## config.mk

```make
export PLATFORM = sky130hd
export DESIGN_NAME = xonxoff_inserter
export DESIGN_NICKNAME = d
export VERILOG_FILES = /design/src/rtl/xio_pkg.sv /design/src/rtl/xio_mode_dec.sv /design/src/rtl/xio_level_cmp.sv /design/src/rtl/xio_flow_fsm.sv /design/src/rtl/xonxoff_inserter.sv
export SDC_FILE = /design/constraint.sdc
export NUM_CORES = 1
export LEC_CHECK = 0
export ABC_AREA = 1
export BUFFER_PORTS_ARGS = -buffer_cell sky130_fd_sc_hd__buf_2
export CAP_MARGIN = 20
export CELL_PAD_IN_SITES_DETAIL_PLACEMENT = 0
export CELL_PAD_IN_SITES_GLOBAL_PLACEMENT = 1
export CORE_UTILIZATION = 30
export DETAILED_ROUTE_END_ITERATION = 6
export PLACE_DENSITY_LB_ADDON = 0.12
export SLEW_MARGIN = 30
export SYNTH_ARGS = -nofsm -noshare
export SYNTH_HDL_FRONTEND = slang
export SYNTH_SLANG_ARGS = --single-unit
```

## constraint.sdc

```tcl
create_clock -name clk_i -period 1.5 [get_ports clk_i]
set_input_delay 0.075 -clock clk_i [delete_from_list [all_inputs] [get_ports clk_i]]
set_output_delay 0.075 -clock clk_i [all_outputs]
set_load 0.02 [all_outputs]
```

## src/rtl/xio_pkg.sv

```systemverilog
package xio_pkg;
  parameter int CHR_W = 8;

  typedef enum logic [1:0] {
    TXM_OFF  = 2'b00,
    TXM_SET2 = 2'b01,
    TXM_SET1 = 2'b10,
    TXM_RSVD = 2'b11
  } txm_e;
endpackage

```

## src/rtl/xio_mode_dec.sv

```systemverilog
module xio_mode_dec
  import xio_pkg::*;
(
  input  logic             enh_en_i,
  input  logic             nine_bit_i,
  input  logic [1:0]       mode_i,
  input  logic [CHR_W-1:0] xon1_i,
  input  logic [CHR_W-1:0] xon2_i,
  input  logic [CHR_W-1:0] xoff1_i,
  input  logic [CHR_W-1:0] xoff2_i,
  output logic             active_o,
  output logic [CHR_W-1:0] xon_chr_o,
  output logic [CHR_W-1:0] xoff_chr_o
);
  logic mode_ok;

  always_comb begin
    mode_ok    = 1'b0;
    xon_chr_o  = xon1_i;
    xoff_chr_o = xoff1_i;
    case (txm_e'(mode_i))
      TXM_SET2: begin
        mode_ok    = 1'b1;
        xon_chr_o  = xon2_i;
        xoff_chr_o = xoff2_i;
      end
      TXM_SET1: mode_ok = 1'b1;
      default:  mode_ok = 1'b0; // off and reserved
    endcase
  end

  assign active_o = mode_ok & enh_en_i & ~nine_bit_i;
endmodule

```

## src/rtl/xio_level_cmp.sv

```systemverilog
module xio_level_cmp #(
  parameter int LVL_W = 8
) (
  input  logic [LVL_W-1:0] level_i,
  input  logic [LVL_W-1:0] thr_hi_i,
  input  logic [LVL_W-1:0] thr_lo_i,
  output logic             above_o,
  output logic             below_o
);
  assign above_o = level_i > thr_hi_i;
  assign below_o = level_i < thr_lo_i;
endmodule

```

## src/rtl/xio_flow_fsm.sv

```systemverilog
module xio_flow_fsm
  import xio_pkg::*;
(
  input  logic             clk_i,
  input  logic             rst_ni,
  input  logic             active_i,
  input  logic             above_i,
  input  logic             below_i,
  input  logic [CHR_W-1:0] xon_chr_i,
  input  logic [CHR_W-1:0] xoff_chr_i,
  input  logic             ready_i,
  output logic             req_o,
  output logic [CHR_W-1:0] chr_o,
  output logic             throttled_o
);
  logic pend_xoff_q;

  always_ff @(posedge clk_i or negedge rst_ni) begin
    if (!rst_ni) begin
      req_o       <= 1'b0;
      pend_xoff_q <= 1'b0;
      chr_o       <= '0;
      throttled_o <= 1'b0;
    end else if (!active_i) begin
      // leaving the active state drops everything silently
      req_o       <= 1'b0;
      throttled_o <= 1'b0;
    end else if (req_o && ready_i) begin
      req_o       <= 1'b0;
      throttled_o <= pend_xoff_q;
    end else if (!req_o) begin
      if (!throttled_o && above_i) begin
        req_o       <= 1'b1;
        pend_xoff_q <= 1'b1;
        chr_o       <= xoff_chr_i;
      end else if (throttled_o && below_i) begin
        req_o       <= 1'b1;
        pend_xoff_q <= 1'b0;
        chr_o       <= xon_chr_i;
      end
    end
  end
endmodule

```

## src/rtl/xonxoff_inserter.sv

```systemverilog
module xonxoff_inserter
  import xio_pkg::*;
#(
  parameter int LVL_W = 8
) (
  input  logic             clk_i,
  input  logic             rst_ni,
  input  logic [LVL_W-1:0] rx_level_i,
  input  logic [LVL_W-1:0] thr_hi_i,
  input  logic [LVL_W-1:0] thr_lo_i,
  input  logic             enh_en_i,
  input  logic             nine_bit_i,
  input  logic [1:0]       tx_mode_i,
  input  logic [7:0]       xon1_i,
  input  logic [7:0]       xon2_i,
  input  logic [7:0]       xoff1_i,
  input  logic [7:0]       xoff2_i,
  input  logic             ins_ready_i,
  output logic             ins_req_o,
  output logic [7:0]       ins_char_o,
  output logic             throttled_o
);
  logic             active;
  logic             above;
  logic             below;
  logic [CHR_W-1:0] xon_chr;
  logic [CHR_W-1:0] xoff_chr;

  xio_mode_dec u_dec (
    .enh_en_i   (enh_en_i),
    .nine_bit_i (nine_bit_i),
    .mode_i     (tx_mode_i),
    .xon1_i     (xon1_i),
    .xon2_i     (xon2_i),
    .xoff1_i    (xoff1_i),
    .xoff2_i    (xoff2_i),
    .active_o   (active),
    .xon_chr_o  (xon_chr),
    .xoff_chr_o (xoff_chr)
  );

  xio_level_cmp #(.LVL_W(LVL_W)) u_cmp (
    .level_i  (rx_level_i),
    .thr_hi_i (thr_hi_i),
    .thr_lo_i (thr_lo_i),
    .above_o  (above),
    .below_o  (below)
  );

  xio_flow_fsm u_fsm (
    .clk_i       (clk_i),
    .rst_ni      (rst_ni),
    .active_i    (active),
    .above_i     (above),
    .below_i     (below),
    .xon_chr_i   (xon_chr),
    .xoff_chr_i  (xoff_chr),
    .ready_i     (ins_ready_i),
    .req_o       (ins_req_o),
    .chr_o       (ins_char_o),
    .throttled_o (throttled_o)
  );
endmodule

```

==> results of run 1 <==
cells in the mapped netlist, drive strengths merged:
cell | number | area, µm²
ha | 16 | 200
inv | 26 | 97.6
nand2 | 61 | 282
a21oi | 5 | 36.3
o21ai | 2 | 10.0
mux2 | 16 | 180
nor2 | 10 | 63.8
nand4 | 1 | 6.26
dfrtp | 11 | 275
a21o | 1 | 7.51
nor3 | 1 | 5.00
buf | 2 | 16.3
nand3 | 17 | 85.1
kinds of logic after synthesis:
logic type / after synthesis / synth area share
AO/OA/AOI/OAI: 8 / 0.0425
AND/OR/NAND/NOR: 90 / 0.349
adder cells (fa/ha/maj): 16 / 0.158
multiplexers: 16 / 0.142
buffers and inverters: 28 / 0.0900
flip-flops: 11 / 0.218
critical path: cells and delay by family (launching register included):
family / cells / cell delay (ps)
DFF: 1 / 410
AOI/OAI and AO/OA: 1 / 110
and+or+nand+nor: 8 / 690
registers in the layout (all words and copies together) (netlist names):
register and flops:
u_fsm.pend_xoff_q 1, u_fsm.chr_o 8, u_fsm.throttled_o 1, u_fsm.req_o 1
report_power, final:
group | switching [mW] | leakage [nW] | internal, mW | total [mW]
sequential | 0.0432 | 0.140 | 0.381 | 0.424
combinational | 0.342 | 0.901 | 0.263 | 0.605
clock | 0.106 | 0.0228 | 0.186 | 0.292
metal layers:
layer	global-route usage	share of wire	routed length (µm)	vias up
met4	0.00798	0	0	0
li1	-	-	-	703
met1	0.180	0.46	1380	531
met2	0.256	0.47	1400	53
met5	0	0	0	-
met3	0.0274	0.069	206	0
how the worst max path moves through the flow:
stage                            startpoint             end  slack, ps
final                     u_fsm.throttled_o  u_fsm.chr_o[2]        190
after global routing      u_fsm.throttled_o  u_fsm.chr_o[4]         50
after CTS                 u_fsm.throttled_o  u_fsm.chr_o[0]        100
after detailed placement      rx_level_i[7]  u_fsm.chr_o[2]         -7
after global placement        rx_level_i[7]  u_fsm.chr_o[2]         -5
after floorplan           u_fsm.throttled_o  u_fsm.chr_o[0]        160
area by class of cell:
type                    count  area, µm²
inverters                  26       97.6
repair buffers             76        405
flip-flops and latches     11        277
clock buffers               4       45.0
multi-input cells         130        876
fillers                   435       2270
well taps                  50       62.6
timing repair:
| action | 4_1_cts | 5_1_grt |
|---|---|---|
| buffers inserted | 0 | 0 |
| setup endpoints to repair | 0 | 2 |
| resized for setup | 0 | 1 |
| hold endpoints to repair | 11 | 0 |
| hold buffers | 1 | 0 |
==> reports/qor.csv, run 1 <==
stage,metric,value,unit
worst_setup_path,Crit path largest cell delay,410,ps
min_path,end of the worst hold path,u_fsm.throttled_o,
routing,DR WL/cell,10.1,µm
clock_tree,CTS Buf Count,3,
timing,WHS,143,ps
synth,Netlist cell types,22,
synth,Synth Net Count,248,
run,Max Cap Violations,0,
placement,DP Cell Count,292,
worst_setup_path,Arrival @ worst endpoint,1430,ps
global_routing,initial antenna violation count,0,
finish,share of layout cells above drive strength 1,0.425,
die,Row Count,23,
synth,Cells after Synth,169,
min_path,hold crit path type,input pin to flip-flop,
synth,yosys warns,0,
die,core area,0.00403,mm²
global_routing,Total GRT Usage,0.142,
finish,# nets final,327,
routing,Via density,4.33,
clock_tree,Max H-tree Level,1,
die,Initial Util,0.314,
worst_setup_path,CP dominant cell by count,nand2_1,
worst_setup_path,Worst Path Required,1620,ps
worst_setup_path,nature of the critical path startpoint,flip-flop,
timing,Worst-Margin Slew,269,ps
worst_setup_path,CP max-delay cell,dfrtp_2,
clock_tree,clk buf depth,2,
routing,via count,1287,
worst_setup_path,worst r2r path cells,9,
timing,Final Hold Fails,0,
placement,HPWL after detailed placement,2.57,mm
placement,Placer Congestion,0.699,
timing,Max Fclk,763,MHz
clock_tree,clk sinks,11,
timing,setup TNS,0,ps
worst_setup_path,reg2reg end,u_fsm.chr_o[2],
min_path,Hold Crit Depth,4,
pwr,maximum vdd drop,0.573,mV
pwr,total power,1.32,mW
worst_setup_path,FF-to-FF setup slack,190,ps
timing,unrepaired setup endpoints after global routing,false,
pwr,Leakage Power,1.06,nW
routing,Routed Antenna Nets,0,
worst_setup_path,ordered list of cells on the worst path,"nand2_1, nor2_1, nand2_1, a21oi_1, nand2_1, nand2_8, nand2_8, nand2_1, nand2_1",
die,die area,0.00448,mm²
timing,relative slew slack,0.820,
global_routing,global route overflow,0,
placement,pre-CTS setup slack,-6.69,ps
placement,Placed Instance Area,0.00171,mm²
routing,DR DRC count,0,
finish,most frequent cells in the layout,"buf_2 (72), nand2_1 (55), inv_1 (26), nand3_1 (17)",
finish,"commonest non-fill, non-tap cell in the layout",buf_2,
routing,Pre-Repair DR Iteration Count,4,
clock_tree,Worst-Skew Late Latency,240,ps
routing,Total Wirelength,2.99,mm
worst_setup_path,kind of critical path,flip-flop to flip-flop,
synth,Mapped Area,0.00126,mm²
pwr,pwr dens,750,mW/mm²
timing,Tmin final,1310,ps
worst_setup_path,Crit Path Max Fanout,10,
routing,DR iter-0 viols,20,
worst_setup_path,CP endpoint kind,flip-flop,
worst_setup_path,r2r startpoint,u_fsm.throttled_o,
finish,area grow syn2layout,39.4,%
timing,Max Slew Vio Count,0,
timing,final setup vio count,0,
timing,Clock Skews,3.75,ps
finish,final cell count without fillers,297,
die,I/O pins,73,
synth,Synth Register Bits,11,
finish,Final Util,0.438,
global_routing,global-route wire length before repair,4.84,mm
die,Horiz. Die Dim,66.9,µm
global_routing,largest net degree at the start of global routing,17,
synth,"Seq/Total Area, Yosys",0.218,
finish,"Non-Filler Cell Area, Final",0.00176,mm²
placement,I/O Buffers,72,
clock_tree,Root Driver,clkbuf_8,
die,Die Y,66.9,µm
synth,Mean Syn Cell Area,7.48,µm²
timing,Final Cycle Share,0.873,
min_path,hold_sp,nine_bit_i,
timing,final worst setup slack,190,ps
outcome,status,completed,
clock_tree,CTS tree,done,
global_routing,vias in the first global route,1195,
clock_tree,Clock transition at path regs,50,ps
finish,n_diodes,0,
(Power assumes the default switching activity.)
==> run 2: changes to the inputs <==
CORE_UTILIZATION = 28   (was 30)
SYNTH_HIERARCHICAL = 1   (was default)
==> run 2 against run 1 <==
Effect of this change:
- hold slack gained 9.4 ps
- critical path depth grew 4
- largest power group unchanged
- highest routed layer is now met4
- final cell count grew 11%
- wire length shrank 1.2%
- via count grew 6.2%
==> reports/qor.csv, run 2 <==
stage,metric,value,unit,change
global_routing,largest net degree at the start of global routing,18,,was 17
run,Max Cap Violations,0,,unchanged
timing,Clock Skews,2.76,ps,was 3.75 ps
routing,Routed Antenna Nets,0,,unchanged
finish,max reg flops,8,,unchanged
placement,I/O Buffers,72,,unchanged
synth,synth cell count leaders,"nand2_1 (107), inv_1 (24), ha_1 (16)",,"was nand2_1 (55), inv_1 (26), nand3_1 (17)"
finish,final cell count without fillers,331,,was 297
global_routing,Total GRT Usage,0.131,,was 0.142
outcome,status,completed,,unchanged
synth,Cells after Synth,202,,was 169
finish,most frequent cells in the layout,"nand2_1 (106), buf_2 (72), inv_1 (24), ha_1 (16)",,"was buf_2 (72), nand2_1 (55), inv_1 (26), nand3_1 (17)"
worst_setup_path,kind of critical path,input pin to flip-flop,,was flip-flop to flip-flop
routing,DR WL/cell,8.93,µm,was 10.1 µm
clock_tree,Worst-Skew Late Latency,230,ps,was 240 ps
routing,via count,1367,,was 1287
worst_setup_path,Arrival @ worst endpoint,1450,ps,was 1430 ps
routing,Via density,4.13,,was 4.33
finish,Final Util,0.397,,was 0.438
worst_setup_path,r2r startpoint,u_fsm/throttled_o,,was u_fsm.throttled_o
min_path,end of the worst hold path,u_fsm/throttled_o,,was u_fsm.throttled_o
clock_tree,Max H-tree Level,1,,unchanged
clock_tree,CTS Buf Count,3,,unchanged
pwr,maximum vdd drop,0.306,mV,was 0.573 mV
worst_setup_path,nature of the critical path startpoint,input pin,,was flip-flop
finish,"commonest non-fill, non-tap cell in the layout",nand2_1,,was buf_2
synth,Synth Net Count,281,,was 248
timing,Worst-Margin Slew,640,ps,was 269 ps
routing,DR DRC count,0,,unchanged
timing,Final Cycle Share,0.884,,was 0.873
finish,n_diodes,0,,unchanged
pwr,Leakage Power,1.14,nW,was 1.06 nW
timing,WHS,153,ps,was 143 ps
worst_setup_path,FF-to-FF setup slack,300,ps,was 190 ps
finish,# fillers,488,,was 435
synth,Mean Syn Cell Area,6.28,µm²,was 7.48 µm²
finish,Reg area,275,µm²,was 277 µm²
die,Horiz. Die Dim,69.3,µm,was 66.9 µm
finish,area grow syn2layout,36.2,%,was 39.4%
clock_tree,clk buf depth,2,,unchanged
global_routing,global-route wire length before repair,5.29,mm,was 4.84 mm
synth,Post-synth ARST share,1.00,,unchanged
placement,HPWL after detailed placement,2.54,mm,was 2.57 mm
timing,final worst setup slack,174,ps,was 190 ps
placement,Placer Congestion,0.687,,was 0.699
synth,"area leader, netlist",nand2_1,,was dfrtp_1
min_path,Hold Crit Depth,4,,unchanged
timing,unrepaired setup endpoints after global routing,false,,unchanged
synth,synth top area cells,"nand2_1 (32%), dfrtp_1 (22%), ha_1 (16%)",,"was dfrtp_1 (22%), nand2_1 (16%), ha_1 (16%)"
finish,Top reg by flops,u_fsm/chr_o,,was u_fsm.chr_o
die,Die Y,69.3,µm,was 66.9 µm
pwr,pwr dens,785,mW/mm²,was 750 mW/mm²
timing,setup TNS,0,ps,unchanged
global_routing,global route overflow,0,,unchanged
clock_tree,CTS tree,done,,unchanged
timing,Max Fclk,754,MHz,was 763 MHz
finish,# nets final,359,,was 327
min_path,hold crit path type,input pin to flip-flop,,unchanged
die,core area,0.00435,mm²,was 0.00403 mm²
synth,Netlist cell types,21,,was 22
finish,share of layout cells above drive strength 1,0.341,,was 0.425
routing,DR iter-0 viols,75,,was 20
worst_setup_path,Crit Path Max Fanout,9,,was 10
synth,Post-synth EDFFs,0,,unchanged
die,Initial Util,0.291,,was 0.314
die,Row Count,24,,was 23
synth,Mapped Area,0.00127,mm²,was 0.00126 mm²
clock_tree,setup bufs post-CTS,0,,unchanged
pwr,total power,1.36,mW,was 1.32 mW
routing,Pre-Repair DR Iteration Count,4,,unchanged
synth,share of the synthesized area in the top cell type,0.317,,was 0.218
die,die area,0.00480,mm²,was 0.00448 mm²
synth,ys flop type,dfrtp_1,,unchanged
timing,relative slew slack,0.573,,was 0.820
synth,yosys warns,6,,was 0
clock_tree,Root Driver,clkbuf_8,,unchanged
min_path,hold_sp,ins_ready_i,,was nine_bit_i
global_routing,initial antenna violation count,0,,unchanged
finish,"Non-Filler Cell Area, Final",0.00173,mm²,was 0.00176 mm²
clock_tree,clk sinks,11,,unchanged
timing,final setup vio count,0,,unchanged
worst_setup_path,reg2reg end,u_fsm/chr_o[3],,was u_fsm.chr_o[2]
timing,Max Slew Vio Count,0,,unchanged
routing,Total Wirelength,2.96,mm,was 2.99 mm
synth,Synth Register Bits,11,,unchanged
clock_tree,Clock transition at path regs,50,ps,about the same
synth,"Seq/Total Area, Yosys",0.217,,was 0.218
worst_setup_path,CP endpoint kind,flip-flop,,unchanged
timing,Tmin final,1330,ps,was 1310 ps
placement,pre-CTS setup slack,-118,ps,was -6.69 ps
synth,"count leader, synth",nand2_1,,unchanged
timing,Final Hold Fails,0,,unchanged
worst_setup_path,Worst Path Required,1620,ps,about the same
global_routing,vias in the first global route,1281,,was 1195
finish,area of the multi-input gates,828,µm²,was 876 µm²
placement,DP Cell Count,326,,was 292
worst_setup_path,worst r2r path cells,5,,was 9
placement,Placed Instance Area,0.00167,mm²,was 0.00171 mm²
die,I/O pins,73,,unchanged
-- run 2: how the worst max path moves through the flow --
| stage | startpoint | endpoint | slack, ps |
|---|---|---|---|
| global placement | rx_level_i[7] | u_fsm/chr_o[3] | -100 |
| finish | rx_level_i[7] | u_fsm/chr_o[3] | 170 |
| global route | thr_hi_i[3] | u_fsm/chr_o[5] | 5 |
| detailed placement | rx_level_i[7] | u_fsm/chr_o[3] | -120 |
| floorplan | thr_hi_i[7] | u_fsm/chr_o[0] | 100 |
| CTS | rx_level_i[7] | u_fsm/chr_o[3] | 130 |
-- run 2: critical path, stage by stage --
cell,delay [ps]
buf_2,110
ha_1,290
nand2_1,80
nor2_2,100
nand3_1,70
nor2_1,80
a21oi_1,40
buf_4,150
buf_4,160
nand3_1,80
nand2_1,60
nand2_1,80
nand2_1,50
-- run 2: cells by family after synthesis --
logic type	count (synthesis)	share of synthesized area
compound gates	12	0.0641
buf+inv	32	0.132
fa+ha+maj	16	0.158
flops	11	0.217
simple gates	131	0.429
-- run 2: area by class of cell --
cell class | count | area share
Inverter | 27 | 0.0615
Tap cell | 52 | 0.0377
Multi-Input combinational cell | 159 | 0.479
Clock buffer | 4 | 0.0261
Timing Repair Buffer | 78 | 0.236
Sequential cell | 11 | 0.159
-- run 2: where the power goes --
part	internal (mW)	total (mW)	switching [mW]	leakage [nW]
sequential	0.388	0.436	0.0471	0.142
clock	0.186	0.291	0.105	0.0228
combinational	0.261	0.631	0.370	0.971
-- run 2: per-layer routing --
layer	up-vias	track usage	wire length, µm
met1	542	0.196	1600
li1	768	-	-
met3	5	0.0174	188
met2	52	0.195	1130
met5	-	0	0
met4	0	0.0340	33
-- run 2: what timing repair did --
| item | in CTS | in global routing |
|---|---|---|
| endpoints found under the hold margin | 11 | 0 |
| resized for setup | 0 | 1 |
| setup endpoints to repair | 0 | 1 |
| hold buffers | 1 | 0 |
==> run 3: changes to the inputs <==
CELL_PAD_IN_SITES_DETAIL_PLACEMENT = 1   (was 0)
GPL_TIMING_DRIVEN = 0   (was default)
==> run 3 against run 2 <==
Effect of this change:
- final cell count increased by 0.91%
- non-clock buffer count increased by 3
- sequential cell count unchanged
- wire length increased by 11%
- final area increased by 4.9%
- setup slack got worse by 56 ps
- via count increased by 3.0%
- hold slack improved by 6.3 ps
- clock power decreased by 3%
- fmax decreased by 4.1%
- critical endpoint is now u_fsm/chr_o[2]
- largest power group unchanged
==> reports/qor.csv, run 3 (same netlist as run 2, synthesis figures left out) <==
stage,metric,value,unit,change
worst_setup_path,reg2reg end,u_fsm/chr_o[2],,was u_fsm/chr_o[3]
clock_tree,clk buf depth,2,,unchanged
global_routing,Total GRT Usage,0.148,,was 0.131
finish,"commonest non-fill, non-tap cell in the layout",nand2_1,,unchanged
global_routing,met3 usage,0.0203,,was 0.0174
clock_tree,Max H-tree Level,1,,unchanged
finish,# nets final,362,,was 359
finish,# fillers,594,,was 488
routing,Routed Antenna Nets,0,,unchanged
worst_setup_path,Worst Path Required,1670,ps,was 1620 ps
clock_tree,Root Driver,clkbuf_8,,unchanged
placement,HPWL after detailed placement,2.82,mm,was 2.54 mm
global_routing,global route overflow,0,,unchanged
finish,Reg area,275,µm²,unchanged
routing,Pre-Repair DR Iteration Count,4,,unchanged
global_routing,vias in the first global route,1382,,was 1281
global_routing,GR peak layer,met1,,unchanged
finish,area grow syn2layout,42.9,%,was 36.2%
routing,DR WL/cell,9.78,µm,was 8.93 µm
worst_setup_path,CP max-delay cell,ha_1,,unchanged
run,Max Cap Violations,0,,unchanged
pwr,pwr dens,769,mW/mm²,was 785 mW/mm²
timing,Clock Skews,1.10,ps,was 2.76 ps
min_path,hold_sp,ins_ready_i,,unchanged
global_routing,largest net degree at the start of global routing,12,,was 18
finish,n_diodes,0,,unchanged
die,Row Count,24,,unchanged
timing,Tmin final,1380,ps,was 1330 ps
global_routing,initial antenna violation count,0,,unchanged
timing,Worst-Margin Slew,281,ps,was 640 ps
die,I/O pins,73,,unchanged
clock_tree,CTS tree,done,,unchanged
min_path,end of the worst hold path,u_fsm/throttled_o,,unchanged
pwr,Psw,0.530,mW,was 0.522 mW
global_routing,global-route wire length before repair,6.01,mm,was 5.29 mm
pwr,Int Pwr,0.863,mW,was 0.835 mW
placement,Placer Congestion,0.688,,was 0.687
timing,WHS,159,ps,was 153 ps
worst_setup_path,CP endpoint kind,flip-flop,,unchanged
routing,DR iter-0 viols,45,,was 75
placement,I/O Buffers,72,,unchanged
worst_setup_path,Crit path largest cell delay,290,ps,about the same
worst_setup_path,Crit Path Max Fanout,8,,was 9
timing,Final Hold Fails,0,,unchanged
finish,Top reg by flops,u_fsm/chr_o,,unchanged
worst_setup_path,kind of critical path,input pin to flip-flop,,unchanged
die,Die Y,69.3,µm,unchanged
clock_tree,Worst-Skew Late Latency,230,ps,about the same
pwr,switching share of power,0.381,,was 0.384
worst_setup_path,nature of the critical path startpoint,input pin,,unchanged
routing,DR DRC count,0,,unchanged
placement,DP Cell Count,326,,unchanged
pwr,Leakage Power,1.17,nW,was 1.14 nW
pwr,Flop pwr share,0.311,,was 0.321
worst_setup_path,worst r2r path cells,5,,unchanged
finish,share of layout cells above drive strength 1,0.369,,was 0.341
min_path,Hold Crit Depth,4,,unchanged
clock_tree,clk sinks,11,,unchanged
worst_setup_path,Arrival @ worst endpoint,1550,ps,was 1450 ps
min_path,hold crit path type,input pin to flip-flop,,unchanged
finish,max reg flops,8,,unchanged
finish,final cell count without fillers,334,,was 331
routing,Via density,4.22,,was 4.13
finish,Final Util,0.416,,was 0.397
timing,final setup vio count,0,,unchanged
clock_tree,CTS Buf Count,3,,unchanged
timing,Max Slew Vio Count,0,,unchanged
clock_tree,Clock transition at path regs,50,ps,about the same
pwr,total power,1.39,mW,was 1.36 mW
timing,setup TNS,0,ps,unchanged
die,die area,0.00480,mm²,unchanged
global_routing,GR met2 Demand/Resource,0.215,,was 0.195
timing,Final Cycle Share,0.922,,was 0.884
die,Initial Util,0.291,,unchanged
timing,Max Fclk,723,MHz,was 754 MHz
finish,area of the multi-input gates,855,µm²,was 828 µm²
pwr,Comb pwr share,0.487,,was 0.465
routing,via count,1408,,was 1367
worst_setup_path,CP dominant cell by count,nand2_1,,unchanged
worst_setup_path,FF-to-FF setup slack,390,ps,was 300 ps
pwr,clock group share of total power,0.202,,was 0.214
die,core area,0.00435,mm²,unchanged
finish,most frequent cells in the layout,"nand2_1 (102), buf_2 (72), inv_1 (24), ha_1 (15)",,"was nand2_1 (106), buf_2 (72), inv_1 (24), ha_1 (16)"
worst_setup_path,ordered list of cells on the worst path,"buf_2, ha_1, nand2_1, inv_1, nand2_1, nand2_1, nand2_1, a21oi_2, buf_6, nand2_8, a21oi_4, nand2_1, nand2_1",,"was buf_2, ha_1, nand2_1, nor2_2, nand3_1, nor2_1, a21oi_1, buf_4, buf_4, nand3_1, nand2_1, nand2_1, nand2_1"
worst_setup_path,r2r startpoint,u_fsm/throttled_o,,unchanged
routing,Total Wirelength,3.27,mm,was 2.96 mm
global_routing,global routing usage on met1,0.228,,was 0.196
timing,relative slew slack,0.812,,was 0.573
pwr,maximum vdd drop,0.269,mV,was 0.306 mV
outcome,status,completed,,unchanged
die,Horiz. Die Dim,69.3,µm,unchanged
run 3: stage by stage:
stage	setup WS, ps	instance area [µm²]
final	118	1810
after floorplan	101	1270
after global placement	-167	1690
after global routing	-4.98	1810
after detailed placement	-193	1690
after CTS	45.9	1750
run 3: critical path, delay by kind of cell:
kind	cells	cell delay, ps
AO/OA/AOI/OAI	2	430
buffers and inverters	3	290
AND/OR/NAND/NOR	7	450
adder cells (fa/ha/maj)	1	290
run 3: layout make-up:
| class | instances | area share |
|---|---|---|
| Timing Repair Buffer | 76 | 0.224 |
| Inverter | 27 | 0.0587 |
| Tap cell | 52 | 0.0359 |
| Buffer | 5 | 0.0338 |
| Clock buffer | 4 | 0.0248 |
| Sequential cell | 11 | 0.152 |
| Multi-Input combinational cell | 159 | 0.471 |
run 3: repair_timing:
item	in CTS	in global routing
endpoints found under the hold margin	11	0
hold buffers	1	0
resized for setup	0	7
buffers inserted	0	3
setup endpoints to repair	0	9
run 3: worst max-delay path by stage:
stage	from	endpoint	slack (ps)
floorplan	thr_hi_i[7]	u_fsm/chr_o[0]	100
global placement	rx_level_i[7]	u_fsm/chr_o[5]	-170
detailed placement	rx_level_i[7]	u_fsm/chr_o[5]	-190
CTS	rx_level_i[7]	u_fsm/chr_o[5]	50
global route	thr_hi_i[5]	u_fsm/chr_o[2]	-5
finish	rx_level_i[3]	u_fsm/chr_o[2]	120
run 3: metal layers:
layer	routed length, µm	vias to the layer above
met3	193	2
met4	14	0
met1	1740	586
li1	-	777
met2	1320	43
met5	0	-
run 3: power groups by stage:
| stage | clock network (mW) | logic (mW) | registers, mW |
|---|---|---|---|
| 6_report | 0.281 | 0.679 | 0.433 |
| 5_1_grt | 0.310 | 0.772 | 0.446 |
| 4_1_cts | 0.293 | 0.655 | 0.435 |
| 3_5_place_dp | 0 | 0.650 | 0.439 |
| 3_3_place_gp | 0 | 0.640 | 0.437 |
| 2_1_floorplan | 0 | 0.307 | 0.540 |
